**src/rtl/strap_ovr_pkg.sv**
```systemverilog
`timescale 1ns/1ps
package strap_ovr_pkg;

    // Lock machine states
    typedef enum logic [0:0] {
        LK_OPEN   = 1'b0,
        LK_SEALED = 1'b1
    } lock_state_e;

    // Output word source states
    typedef enum logic [0:0] {
        SRC_BUILTIN    = 1'b0,
        SRC_PROGRAMMED = 1'b1
    } src_state_e;

    // Decoded register target
    typedef enum logic [1:0] {
        TGT_NONE = 2'd0,
        TGT_LOCK = 2'd1,
        TGT_CTRL = 2'd2,
        TGT_SDAT = 2'd3
    } reg_tgt_e;

endpackage

```
**src/rtl/strap_rst_sync.sv**
```systemverilog
`timescale 1ns/1ps
module strap_rst_sync #(
    parameter int STAGES = 2
) (
    input  logic clk,
    input  logic arst_n,
    output logic srst_n
);
    generate
        if (STAGES < 2) begin : g_single
            logic q;
            always_ff @(posedge clk or negedge arst_n) begin
                if (!arst_n) q <= 1'b0;
                else         q <= 1'b1;
            end
            assign srst_n = q;
        end else begin : g_chain
            logic [STAGES-1:0] q;
            always_ff @(posedge clk or negedge arst_n) begin
                if (!arst_n) q <= '0;
                else         q <= {q[STAGES-2:0], 1'b1};
            end
            assign srst_n = q[STAGES-1];
        end
    endgenerate
endmodule

```
**src/rtl/strap_lock_fsm.sv**
```systemverilog
`timescale 1ns/1ps
module strap_lock_fsm
    import strap_ovr_pkg::*;
(
    input  logic clk,
    input  logic rst_n,
    input  logic seal_req,
    output logic locked
);
    lock_state_e state_q, state_d;

    // State register
    always_ff @(posedge clk or negedge rst_n) begin
        if (!rst_n) state_q <= LK_OPEN;
        else        state_q <= state_d;
    end

    // Next state: SEAL is the only transition; only reset leaves LK_SEALED
    always_comb begin
        state_d = state_q;
        unique case (state_q)
            LK_OPEN:   if (seal_req) state_d = LK_SEALED;
            LK_SEALED: state_d = LK_SEALED;
        endcase
    end

    // Outputs
    always_comb begin
        locked = 1'b0;
        unique case (state_q)
            LK_OPEN:   locked = 1'b0;
            LK_SEALED: locked = 1'b1;
        endcase
    end
endmodule

```
**src/rtl/strap_payload_regs.sv**
```systemverilog
`timescale 1ns/1ps
module strap_payload_regs
    import strap_ovr_pkg::*;
#(
    parameter int               STRAP_W       = 14,
    parameter logic [STRAP_W-1:0] STRAP_DEFAULT = 14'h0A5C
) (
    input  logic               clk,
    input  logic               rst_n,
    input  logic               open,
    input  logic               wr_ctrl,
    input  logic               wr_sdat,
    input  logic               wbit0,
    input  logic [STRAP_W-1:0] wval,
    output logic               src_prog,
    output logic [STRAP_W-1:0] sdat_q,
    output logic [STRAP_W-1:0] strap_word
);
    src_state_e src_q, src_d;
    logic [STRAP_W-1:0] sdat_d;

    // State and data registers
    always_ff @(posedge clk or negedge rst_n) begin
        if (!rst_n) begin
            src_q  <= SRC_BUILTIN;
            sdat_q <= '0;
        end else begin
            src_q  <= src_d;
            sdat_q <= sdat_d;
        end
    end

    // Next state: ADOPT and REVERT, both only while the bank is open
    always_comb begin
        src_d  = src_q;
        sdat_d = sdat_q;
        if (open && wr_sdat) sdat_d = wval;
        unique case (src_q)
            SRC_BUILTIN:    if (open && wr_ctrl && wbit0)  src_d = SRC_PROGRAMMED;
            SRC_PROGRAMMED: if (open && wr_ctrl && !wbit0) src_d = SRC_BUILTIN;
        endcase
    end

    // Outputs
    always_comb begin
        src_prog   = 1'b0;
        strap_word = STRAP_DEFAULT;
        unique case (src_q)
            SRC_BUILTIN: begin
                src_prog   = 1'b0;
                strap_word = STRAP_DEFAULT;
            end
            SRC_PROGRAMMED: begin
                src_prog   = 1'b1;
                strap_word = sdat_q;
            end
        endcase
    end
endmodule

```
**src/rtl/strap_rd_mux.sv**
```systemverilog
`timescale 1ns/1ps
module strap_rd_mux
    import strap_ovr_pkg::*;
#(
    parameter int DATA_W  = 32,
    parameter int STRAP_W = 14
) (
    input  reg_tgt_e           tgt,
    input  logic               locked,
    input  logic               src_prog,
    input  logic [STRAP_W-1:0] sdat_q,
    output logic [DATA_W-1:0]  rdata
);
    localparam int PAD_W = DATA_W - STRAP_W;

    always_comb begin
        rdata = '0;
        unique case (tgt)
            TGT_NONE: rdata = '0;
            TGT_LOCK: rdata = {{(DATA_W-1){1'b0}}, locked};
            TGT_CTRL: rdata = {{(DATA_W-1){1'b0}}, src_prog};
            TGT_SDAT: rdata = {{PAD_W{1'b0}}, sdat_q};
        endcase
    end
endmodule

```
**src/rtl/strap_ovr_bank.sv**
```systemverilog
`timescale 1ns/1ps
module strap_ovr_bank
    import strap_ovr_pkg::*;
#(
    parameter int                 ADDR_W        = 8,
    parameter int                 DATA_W        = 32,
    parameter int                 STRAP_W       = 14,
    parameter int                 SYNC_STAGES   = 2,
    parameter logic [STRAP_W-1:0] STRAP_DEFAULT = 14'h0A5C,
    parameter logic [ADDR_W-1:0]  LOCK_OFS      = 8'hF0,
    parameter logic [ADDR_W-1:0]  CTRL_OFS      = 8'hF4,
    parameter logic [ADDR_W-1:0]  SDAT_OFS      = 8'hF8
) (
    input  logic               clk,
    input  logic               warm_rst_n,
    input  logic               rsm_rst_n,
    input  logic [ADDR_W-1:0]  addr,
    input  logic               wr_en,
    input  logic [DATA_W-1:0]  wdata,
    output logic [DATA_W-1:0]  rdata,
    output logic [STRAP_W-1:0] strap_word
);
    logic     wrst_s, rrst_s;
    logic     locked, src_prog;
    logic [STRAP_W-1:0] sdat_q;
    reg_tgt_e tgt;
    logic     unused_wdata_hi;

    // Reserved write bits are dropped
    assign unused_wdata_hi = ^wdata[DATA_W-1:STRAP_W];

    strap_rst_sync #(.STAGES(SYNC_STAGES)) u_wsync (
        .clk(clk), .arst_n(warm_rst_n), .srst_n(wrst_s)
    );
    strap_rst_sync #(.STAGES(SYNC_STAGES)) u_rsync (
        .clk(clk), .arst_n(rsm_rst_n), .srst_n(rrst_s)
    );

    // Address decode on the full offset
    always_comb begin
        if      (addr == LOCK_OFS) tgt = TGT_LOCK;
        else if (addr == CTRL_OFS) tgt = TGT_CTRL;
        else if (addr == SDAT_OFS) tgt = TGT_SDAT;
        else                       tgt = TGT_NONE;
    end

    strap_lock_fsm u_lock (
        .clk      (clk),
        .rst_n    (wrst_s),
        .seal_req (wr_en && (tgt == TGT_LOCK) && wdata[0]),
        .locked   (locked)
    );

    strap_payload_regs #(
        .STRAP_W(STRAP_W), .STRAP_DEFAULT(STRAP_DEFAULT)
    ) u_pay (
        .clk        (clk),
        .rst_n      (rrst_s),
        .open       (!locked),
        .wr_ctrl    (wr_en && (tgt == TGT_CTRL)),
        .wr_sdat    (wr_en && (tgt == TGT_SDAT)),
        .wbit0      (wdata[0]),
        .wval       (wdata[STRAP_W-1:0]),
        .src_prog   (src_prog),
        .sdat_q     (sdat_q),
        .strap_word (strap_word)
    );

    strap_rd_mux #(.DATA_W(DATA_W), .STRAP_W(STRAP_W)) u_rd (
        .tgt      (tgt),
        .locked   (locked),
        .src_prog (src_prog),
        .sdat_q   (sdat_q),
        .rdata    (rdata)
    );
endmodule

```
**config.mk**
```make
export PLATFORM = sky130hd
export DESIGN_NAME = strap_ovr_bank
export DESIGN_NICKNAME = d
export VERILOG_FILES = /design/src/rtl/strap_ovr_pkg.sv /design/src/rtl/strap_rst_sync.sv /design/src/rtl/strap_lock_fsm.sv /design/src/rtl/strap_payload_regs.sv /design/src/rtl/strap_rd_mux.sv /design/src/rtl/strap_ovr_bank.sv
export SDC_FILE = /design/constraint.sdc
export NUM_CORES = 1
export LEC_CHECK = 0
export BUFFER_PORTS_ARGS = -buffer_cell sky130_fd_sc_hd__buf_4
export CAP_MARGIN = 10
export CORE_MARGIN = 3
export CORE_UTILIZATION = 36
export DETAILED_ROUTE_END_ITERATION = 6
export PLACE_DENSITY = 0.84
export SLEW_MARGIN = 20
export SYNTH_ARGS = -nofsm -noshare
export SYNTH_HDL_FRONTEND = slang
export SYNTH_HIERARCHICAL = 1
export SYNTH_SLANG_ARGS = --single-unit
```
**constraint.sdc**
```tcl
create_clock -name clk -period 1.3 [get_ports clk]
set_input_delay 0.195 -clock clk [delete_from_list [all_inputs] [get_ports clk]]
set_output_delay 0.195 -clock clk [all_outputs]
set_load 0.01 [all_outputs]
```
; After elaboration in Yosys (flattened, before gate mapping)
; Cells that the tools add are included.
[totals]
regBits = 20
latch_bits = 0
mem_bits_rw = 0
romBits = 0
out_inout_bits = 46
wordCells = 36
memories = 0
[classes]
addsub = 0
n_mul = 0
div = 0
order_cmp = 0
eq_ne = 6
n_shift = 0
muxes = 12
bitwise_logic = 2
n_reduce_logical = 11
[ops]
columns = operator, count
row1 = 32-bit one-hot mux with 4 select lines, 1
row2 = 14-bit one-hot mux with 2 select lines, 1
row3 = 8-bit equality test (second input constant), 3
row4 = 1-bit logical AND, 8
row5 = 1-bit one-hot mux with 2 select lines, 4
row6 = 2-bit two-way mux, 3
row7 = 2-bit equality test (second input constant), 2
row8 = 1-bit two-way mux, 3
row9 = 2-bit by 1-bit equality test with 1-bit output (second input constant), 1
row10 = 1-bit logical NOT, 2
row11 = 2-bit logical NOT, 1
row12 = 1-bit inverter, 2

; Longest topological paths before layout
; Gate-level depths: netlist of the first run.
[depth]
ltp_word = 10
ltp_mapped = 5

; Hierarchy
; The synthesis of the first run kept the hierarchy.
[modules_own_cells]
columns = mod, instances, cells_per_inst, area_each_um2
row1 = strap_payload_regs, 1, 48, 694.4
row2 = strap_rd_mux, 1, 37, 276.5
row3 = strap_rst_sync, 2, 3, 53.8
row4 = strap_ovr_bank, 1, 12, 90.1
row5 = strap_lock_fsm, 1, 2, 31.3

; Worst setup path after synthesis of the first run
; No wires, ideal clock.
[synth_path]
path_type = input port to output port
from = in addr[0]
to = out rdata[0]
arrival_time_ns = 1.310
required_ns = 1.105
setup_slack_ns = -0.205
cell_stages = 5
n_path_buf = 1
cell_sequence = nand4bb_4 nor3_1 buf_6 nand2_2 mux2i_1
[synth_via]
elab_chain_cells = 6
[synth_lines]
columns = item, line_no
row1 = start: declaration, strap_ovr_bank.sv:17  ; input logic [ADDR_W-1:0] addr,
row2 = 8-bit equality test, strap_ovr_bank.sv:43  ; else if (addr == SDAT_OFS) tgt = TGT_SDAT;
row3 = 2-bit two-way mux, strap_ovr_bank.sv:43
row4 = 2-bit two-way mux, strap_ovr_bank.sv:42  ; else if (addr == CTRL_OFS) tgt = TGT_CTRL;
row5 = 2-bit two-way mux (*), strap_ovr_bank.sv:41  ; if (addr == LOCK_OFS) tgt = TGT_LOCK;
row6 = via tgt[1], strap_ovr_bank.sv:26  ; reg_tgt_e tgt;
row7 = "2-bit equality test, or another cell as far along", strap_rd_mux.sv:18  ; unique case (tgt)
row8 = 32-bit one-hot mux with 4 select lines (*), strap_rd_mux.sv:18
row9 = end: declaration, strap_ovr_bank.sv:20  ; output logic [DATA_W-1:0] rdata,
; The timed path passes the listed nets; every way through them passes the cells marked *. The select of a mux whose other input is x is not followed.

; Worst setup path after layout of the first run
[layout_path]
from = in addr[1]
to = out rdata[0]
; Same word-level chain as after synthesis.

==> impl_metrics.py, run 1 <==
metrics = {
    "global_routing": {
        "grt_first_pass_wirelength_um": 5085,
        "first_global_vias": 1070,
        "grt_max_degree": 16,
        "grt-ovfl-total": 0,
        "grtUsageTotal_pct": 15.99,
        "antenna_found_initial": 0,
    },
    "placed_design": {
        "post-dp-hpwl_um": 2313,
        "placed_area_um2": 1619,
        "numPortBuffers": 53,
        "gp_congestion": 0.7955,
    },
    "drt": {
        "drtIter0Drc": 19,
        "via_count": 994,
        "drt-wirelength-per-cell_um": 15.32,
        "post-route-drc-count": 0,
        "vias_per_cell": 4.602,
        "ant_nets": 0,
        "drt-total-wl_um": 3309,
        "dr.pass1.iters": 4,
    },
    "setup_path": {
        "critPathArrivalTime_ns": 1.35,
        "crit_family": "simple AND/OR/NAND/NOR gates",
        "cpMostUsedCell": "buf_6",
        "cp.required_ns": 1.11,
        "path_cells": "buf_6 -> nand4bb_4 -> nor3_4 -> buf_6 -> mux2i_2 -> buf_4",
        "cp-start-kind": "primary input",
        "worstSetupEndpointType": "output port",
        "crit_fanout": 7,
        "critPathBufInv": 3,
        "crit_path_top_delay_cell": "nand4bb_4",
        "critPathMaxStageDelay_ns": 0.28,
        "reg2reg_slack_ns": 0.11,
        "crit_type": "in -> out",
    },
    "sta": {
        "hold_viol": 0,
        "setup_viol_count_final": 40,
        "fmax_mhz": 649.3,
        "finalCriticalPeriod_ns": 1.540,
        "slew_headroom_pct": 58.80,
        "fin_skew_ns": 0.0005225,
        "setup_slack_ns": -0.2402,
        "min_period_over_period_pct": 118.5,
        "rsz0062_at_grt": "yes",
        "tightest_slew_ns": 0.6181,
        "slew_viol_final": 0,
    },
    "run": {
        "cap_violations": 0,
    },
    "synthesis": {
        "syn_inst": 105,
        "synth_area_um2": 1200,
        "avgSynthCellArea_um2": 11.43,
        "yosysUniqueCellTypes": 22,
        "synth_edf_count": 0,
        "synth_compound_gate_area_share_pct": 0,
        "netlist.area_leader.share_pct": 41.71,
        "synth_most_common_cell": "dfrtp_1",
        "ys_top_cells_by_area": "dfrtp_1 42%, mux2_4 13%, buf_4 11%",
        "synth_top_family_by_area": "simple AND/OR/NAND/NOR gates",
        "yosys_warnings": 6,
        "yosys.area_share.adder_pct": 0,
        "ys_ff_latch": 20,
        "muxShareOfSynthArea_pct": 18.87,
        "synth_simple_gate_area_share_pct": 23.57,
        "async_flop_share_pct": 100.0,
        "ys.flop_type": "dfrtp_1",
        "synth.yosys.seq_area_share_pct": 41.71,
        "synthXorXnorAreaFrac_pct": 0.7299,
        "synth_commonest_cells": "20 x dfrtp_1, 18 x buf_4, 11 x and3_2",
        "synth_top_area_cell": "dfrtp_1",
    },
    "worst_hold_path": {
        "hp-class": "reg -> async",
    },
    "clock_tree": {
        "path_clk_slew_ns": 0.11,
        "cts.sinks": 20,
        "cts_made_buffers": 3,
        "insertion_delay_ns": 0.30,
        "cts.path.max_buffers": 2,
        "cts_tree": "built",
        "cts_root_buffer": "clkbuf_4",
        "htree_levels": 1,
    },
    "floorplan": {
        "floorplan.initialDensity_pct": 38.36,
        "die_area_um2": 4062,
        "die_w_um": 63.73,
        "row_count": 20,
        "pin_count": 90,
        "dieHeight_um": 63.73,
        "core_area_um2": 3128,
    },
    "status": {
        "status": "complete, but fails checks",
        "violations": "negative setup slack",
    },
    "layout": {
        "layout-drive-gt1-share_pct": 68.02,
        "fillerInstances": 258,
        "stdcell_area_um2": 1927,
        "final_core_util_pct": 61.60,
        "fin_nets": 217,
        "multi_input_area_um2": 686.9,
        "num_antenna_cells": 0,
        "register_area_um2": 501.7,
        "syn2layout_area_growth_pct": 60.58,
    },
    "power": {
        "p_sw_uw": 325.5,
        "p_per_area_nw_per_um2": 741.5,
        "p_leak_uw": 0.001012,
        "swShare_pct": 22.78,
        "vdd_drop_max_uv": 564.3,
        "p_int_uw": 1103,
        "combPwrFrac_pct": 16.5,
        "clockPowerShare_pct": 35.6,
        "seqPwrFrac_pct": 47.8,
    },
}
-- power by group through the flow --
| stage | combinational, uW | clock [uW] | sequential (uW) |
|---|---|---|---|
| floorplan | 126 | 0 | 683 |
| global placement | 170 | 0 | 694 |
| detailed placement | 177 | 0 | 698 |
| CTS | 221 | 521 | 682 |
| global route | 251 | 541 | 689 |
| finish | 236 | 509 | 683 |
-- kinds of logic (layout without fill, tap and decap cells) --
kind of cell	Yosys count	after routing
and+or+nand+nor	41	41
other	3	20
buffers and inverters	23	73
xor gates and xnor gates	1	1
DFF	20	20
muxes	17	17
-- sequential cells by signal, summed over array words and instances, names as in the netlist, named ones only --
name / flops
u_rsync/g_chain.q: 2
u_pay/sdat_q: 14
u_wsync/g_chain.q: 2
u_lock/state_q: 1
-- path summary, 6_finish.rpt --
check                                startpoint  cells after the start                to
max                                     addr[1]                      6          rdata[0]
min                        u_wsync/g_chain.q[1]                      0    u_lock/state_q
max reg2reg                      u_lock/state_q                      4   u_pay/sdat_q[6]
min reg2reg                u_wsync/g_chain.q[1]                      0    u_lock/state_q
max in group asynchronous  u_rsync/g_chain.q[1]                      0         async pin
min in group clk                      wdata[12]                      2  u_pay/sdat_q[12]
-- layout by cell type (no fill, tap or decap), drive strengths merged --
| cell type | count |
|---|---|
| nand2 | 5 |
| dlygate4sd3 | 2 |
| nand3b | 2 |
| bufinv | 1 |
| dfrtp | 20 |
| nand2b | 6 |
| inv | 1 |
| mux2 | 15 |
| mux2i | 2 |
| or2 | 1 |
| nor3 | 3 |
| nor4 | 2 |
| conb | 20 |
| and2 | 8 |
| buf | 66 |
| clkbuf | 3 |
| xnor2 | 1 |
| nand4bb | 1 |
| and3 | 13 |
-- worst reg2reg max path: stages (launching register included) --
cell	delay (ns)
dfrtp_1	0.41
inv_1	0.09
nand2_2	0.08
buf_12	0.16
mux2_2	0.35
-- routing by layer --
layer / share of wire (%) / vias up / global-route usage (%) / routed length (um)
li1: - / 447 / - / -
met5: 0 / - / 0 / 0
met3: 5.0 / 8 / 2.285 / 165
met4: 1.9 / 0 / 6.199 / 62
met1: 37 / 493 / 17.73 / 1233
met2: 56 / 46 / 30.38 / 1848
-- what timing repair did --
| action | 4_1_cts | 5_1_grt |
|---|---|---|
| setup buffers | 6 | 0 |
| endpoints found under the setup margin | 28 | 42 |
| hold endpoints to repair | 4 | 0 |
| gates resized for setup | 32 | 14 |
| gates cloned | 1 | 0 |
| hold buffers | 2 | 0 |
| pin swaps | 3 | 2 |
-- per-stage QoR --
| stage | setup WS [ns] | hold WS (ns) | power (uW) | instances | setup TNS [ns] |
|---|---|---|---|---|---|
| detailed placement | -0.3109 | -0.02171 | 874.4 | 203 | -7.226 |
| floorplan | -0.1215 | -0.1006 | 808.6 | 122 | -1.533 |
| finish | -0.2402 | 0.008256 | 1429 | 216 | -4.578 |
| CTS | -0.2186 | 0.009534 | 1424 | 216 | -4.171 |
| global placement | -0.2399 | -0.02310 | 863.7 | 203 | -6.031 |
| global route | -0.2697 | 0.02267 | 1482 | 216 | -5.943 |
-- layout make-up --
| class | count | share of cell area, % |
|---|---|---|
| Inverter | 1 | 0.1948 |
| Multi-Input combinational cell | 79 | 35.65 |
| Timing Repair Buffer | 68 | 32.53 |
| Tap cell | 44 | 2.857 |
| Clock inverter | 1 | 1.558 |
| Sequential cell | 20 | 26.04 |
| Clock buffer | 3 | 1.169 |
Note: power is estimated with default switching activity, not from simulation.
==> run 2: changes to the inputs <==
CORE_UTILIZATION = 43   (was 36)
PLACE_DENSITY = 0.93   (was 0.84)
clock period = 1.9 ns   (was 1.3 ns; I/O delays follow)
==> impl_metrics.py, run 2 (synthesized netlist as in run 1, its figures left out) <==
metrics = {
    "setup_path": {
        "cp-start-kind": "primary input",
        "cpMostUsedCell": "buf_4",
        "critPathBufInv": 3,
        "reg2reg_slack_ns": 0.75,
        "worstSetupEndpointType": "output port",
        "cp.required_ns": 1.62,
        "rr_endpoint": "u_pay/sdat_q[13]",
        "critPathArrivalTime_ns": 1.51,
        "critPathMaxStageDelay_ns": 0.24,
        "crit_family": "buffers and inverters",
        "reg2reg_from": "u_lock/state_q",
        "crit_path_top_delay_cell": "nand4bb_4",
        "crit_type": "in -> out",
        "reg2regPathDepth": 4,
        "path_cells": "buf_4 -> nand4bb_4 -> nor3_1 -> buf_4 -> mux2i_1 -> mux2i_1 -> buf_4",
        "crit_fanout": 15,
    },
    "layout": {
        "stdcell_area_um2": 1619,
        "multi_input_area_um2": 593.1,
        "largest_register_ffs": 14,
        "layout-drive-gt1-share_pct": 55.21,
        "largestRegisters": "u_pay/sdat_q (14), u_rsync/g_chain.q (2), u_wsync/g_chain.q (2)",
        "fin_nets": 208,
        "fillerInstances": 208,
        "mostFrequentLayoutCell": "buf_4",
        "register_area_um2": 500.5,
        "largest-register": "u_pay/sdat_q",
        "syn2layout_area_growth_pct": 34.93,
        "final_cell_mix": "57 x buf_4, 20 x dfrtp_1, 20 x conb_1",
        "num_antenna_cells": 0,
    },
    "status": {
        "status": "completed",
    },
    "drt": {
        "drtIter0Drc": 9,
        "drt-total-wl_um": 2566,
        "ant_nets": 0,
        "post-route-drc-count": 0,
        "vias_per_cell": 4.674,
        "dr.pass1.iters": 3,
        "via_count": 902,
        "drt-wirelength-per-cell_um": 13.30,
    },
    "placed_design": {
        "gp_congestion": 0.7398,
        "numPortBuffers": 53,
        "placed_area_um2": 1563,
    },
    "floorplan": {
        "die_area_um2": 3460,
        "floorplan.initialDensity_pct": 46.73,
        "dieHeight_um": 58.83,
        "core_area_um2": 2567,
        "row_count": 18,
        "pin_count": 90,
        "die_w_um": 58.83,
    },
    "clock_tree": {
        "cts_made_buffers": 3,
        "holdBufCountCts": 2,
        "cts.path.max_buffers": 2,
        "cts_tree": "built",
        "path_clk_slew_ns": 0.11,
        "insertion_delay_ns": 0.30,
        "cts.sinks": 20,
        "post_cts_buffers": 0,
        "cts_root_buffer": "clkbuf_4",
        "post_cts_resized": 0,
        "htree_levels": 1,
    },
    "sta": {
        "finalHoldWorstSlack_ns": 0.01409,
        "hold_viol": 0,
        "fin_tns_setup_ns": 0,
        "min_period_over_period_pct": 94.22,
        "slew_headroom_pct": 59.17,
        "rsz0062_at_grt": "no",
        "setup_viol_count_final": 0,
        "fin_skew_ns": 0.007683,
        "fmax_mhz": 558.6,
        "slew_viol_final": 0,
        "finalCriticalPeriod_ns": 1.790,
        "tightest_slew_ns": 0.6125,
    },
    "global_routing": {
        "first_global_vias": 944,
        "grtUsageTotal_pct": 15.57,
        "grt_first_pass_wirelength_um": 4153,
        "grt-ovfl-total": 0,
        "grt_max_degree": 17,
        "antenna_found_initial": 0,
    },
    "power": {
        "p_per_area_nw_per_um2": 511.6,
        "vdd_drop_max_uv": 535.5,
        "p_leak_uw": 0.0008987,
    },
    "run": {
        "cap_violations": 0,
    },
    "worst_hold_path": {
        "hp-class": "reg -> async",
    },
}
-- run 2: cell types whose count changed in the layout (fill, tap and decap cells not counted), moves of 4 or more --
| cell | change |
|---|---|
| buf_6 | -21 |
| buf_4 | +15 |
| nand2b_1 | +4 |
| nand2b_4 | -4 |
| and2_4 | -8 |
| and2_1 | +8 |
-- run 2: worst max path at each step --
| stage | start | endpoint | slack, ns | depth (start not counted) |
|---|---|---|---|---|
| 6_report | addr[0] | rdata[0] | 0.11 | 7 |
| 4_1_cts | addr[0] | rdata[0] | 0.12 | 7 |
| 5_1_grt | addr[0] | rdata[0] | 0.01 | 7 |
| 3_5_place_dp | addr[0] | rdata[0] | 0.13 | 7 |
| 2_1_floorplan | addr[0] | rdata[0] | 0.21 | 5 |
| 3_3_place_gp | addr[0] | rdata[0] | 0.15 | 7 |
-- run 2: final cells by class --
class / instances / share of cell area [%]
multi-input combinational: 79 / 36.63
inverter: 1 / 0.2318
sequential: 20 / 30.91
clock buffer: 4 / 2.241
timing repair buffer: 59 / 27.67
tap: 30 / 2.318
-- run 2: layer usage --
layer  GRT usage (%)  share of wire, %
met1           17.31                34
met2           29.02                57
met3           3.289               8.2
met4           5.178              0.31
met5               0                 0
-- run 2: report_power, final --
group	switching, uW	internal [uW]	total [uW]
Clock	126	117	243
Sequential	21.6	446	467
Combinational	47.7	70.6	118
Total	195	633	828
-- run 2: stage by stage --
step | instances | util (%) | total power [uW] | setup WS, ns
5_1_grt | 193 | 63.06 | 876.5 | 0.01281
3_3_place_gp | 187 | 60.87 | 584.7 | 0.1480
6_report | 193 | 63.06 | 828.2 | 0.1098
4_1_cts | 193 | 63.06 | 836.3 | 0.1241
3_5_place_dp | 187 | 60.87 | 591.0 | 0.1293
2_1_floorplan | 122 | - | 552.0 | 0.2146
-- run 2: worst reg2reg max path, delay by kind of cell, from the launching register on --
family	cells	cell delay, ns
buffers and inverters	2	0.27
flip-flops	1	0.41
multiplexers	1	0.30
AND/OR/NAND/NOR	1	0.05
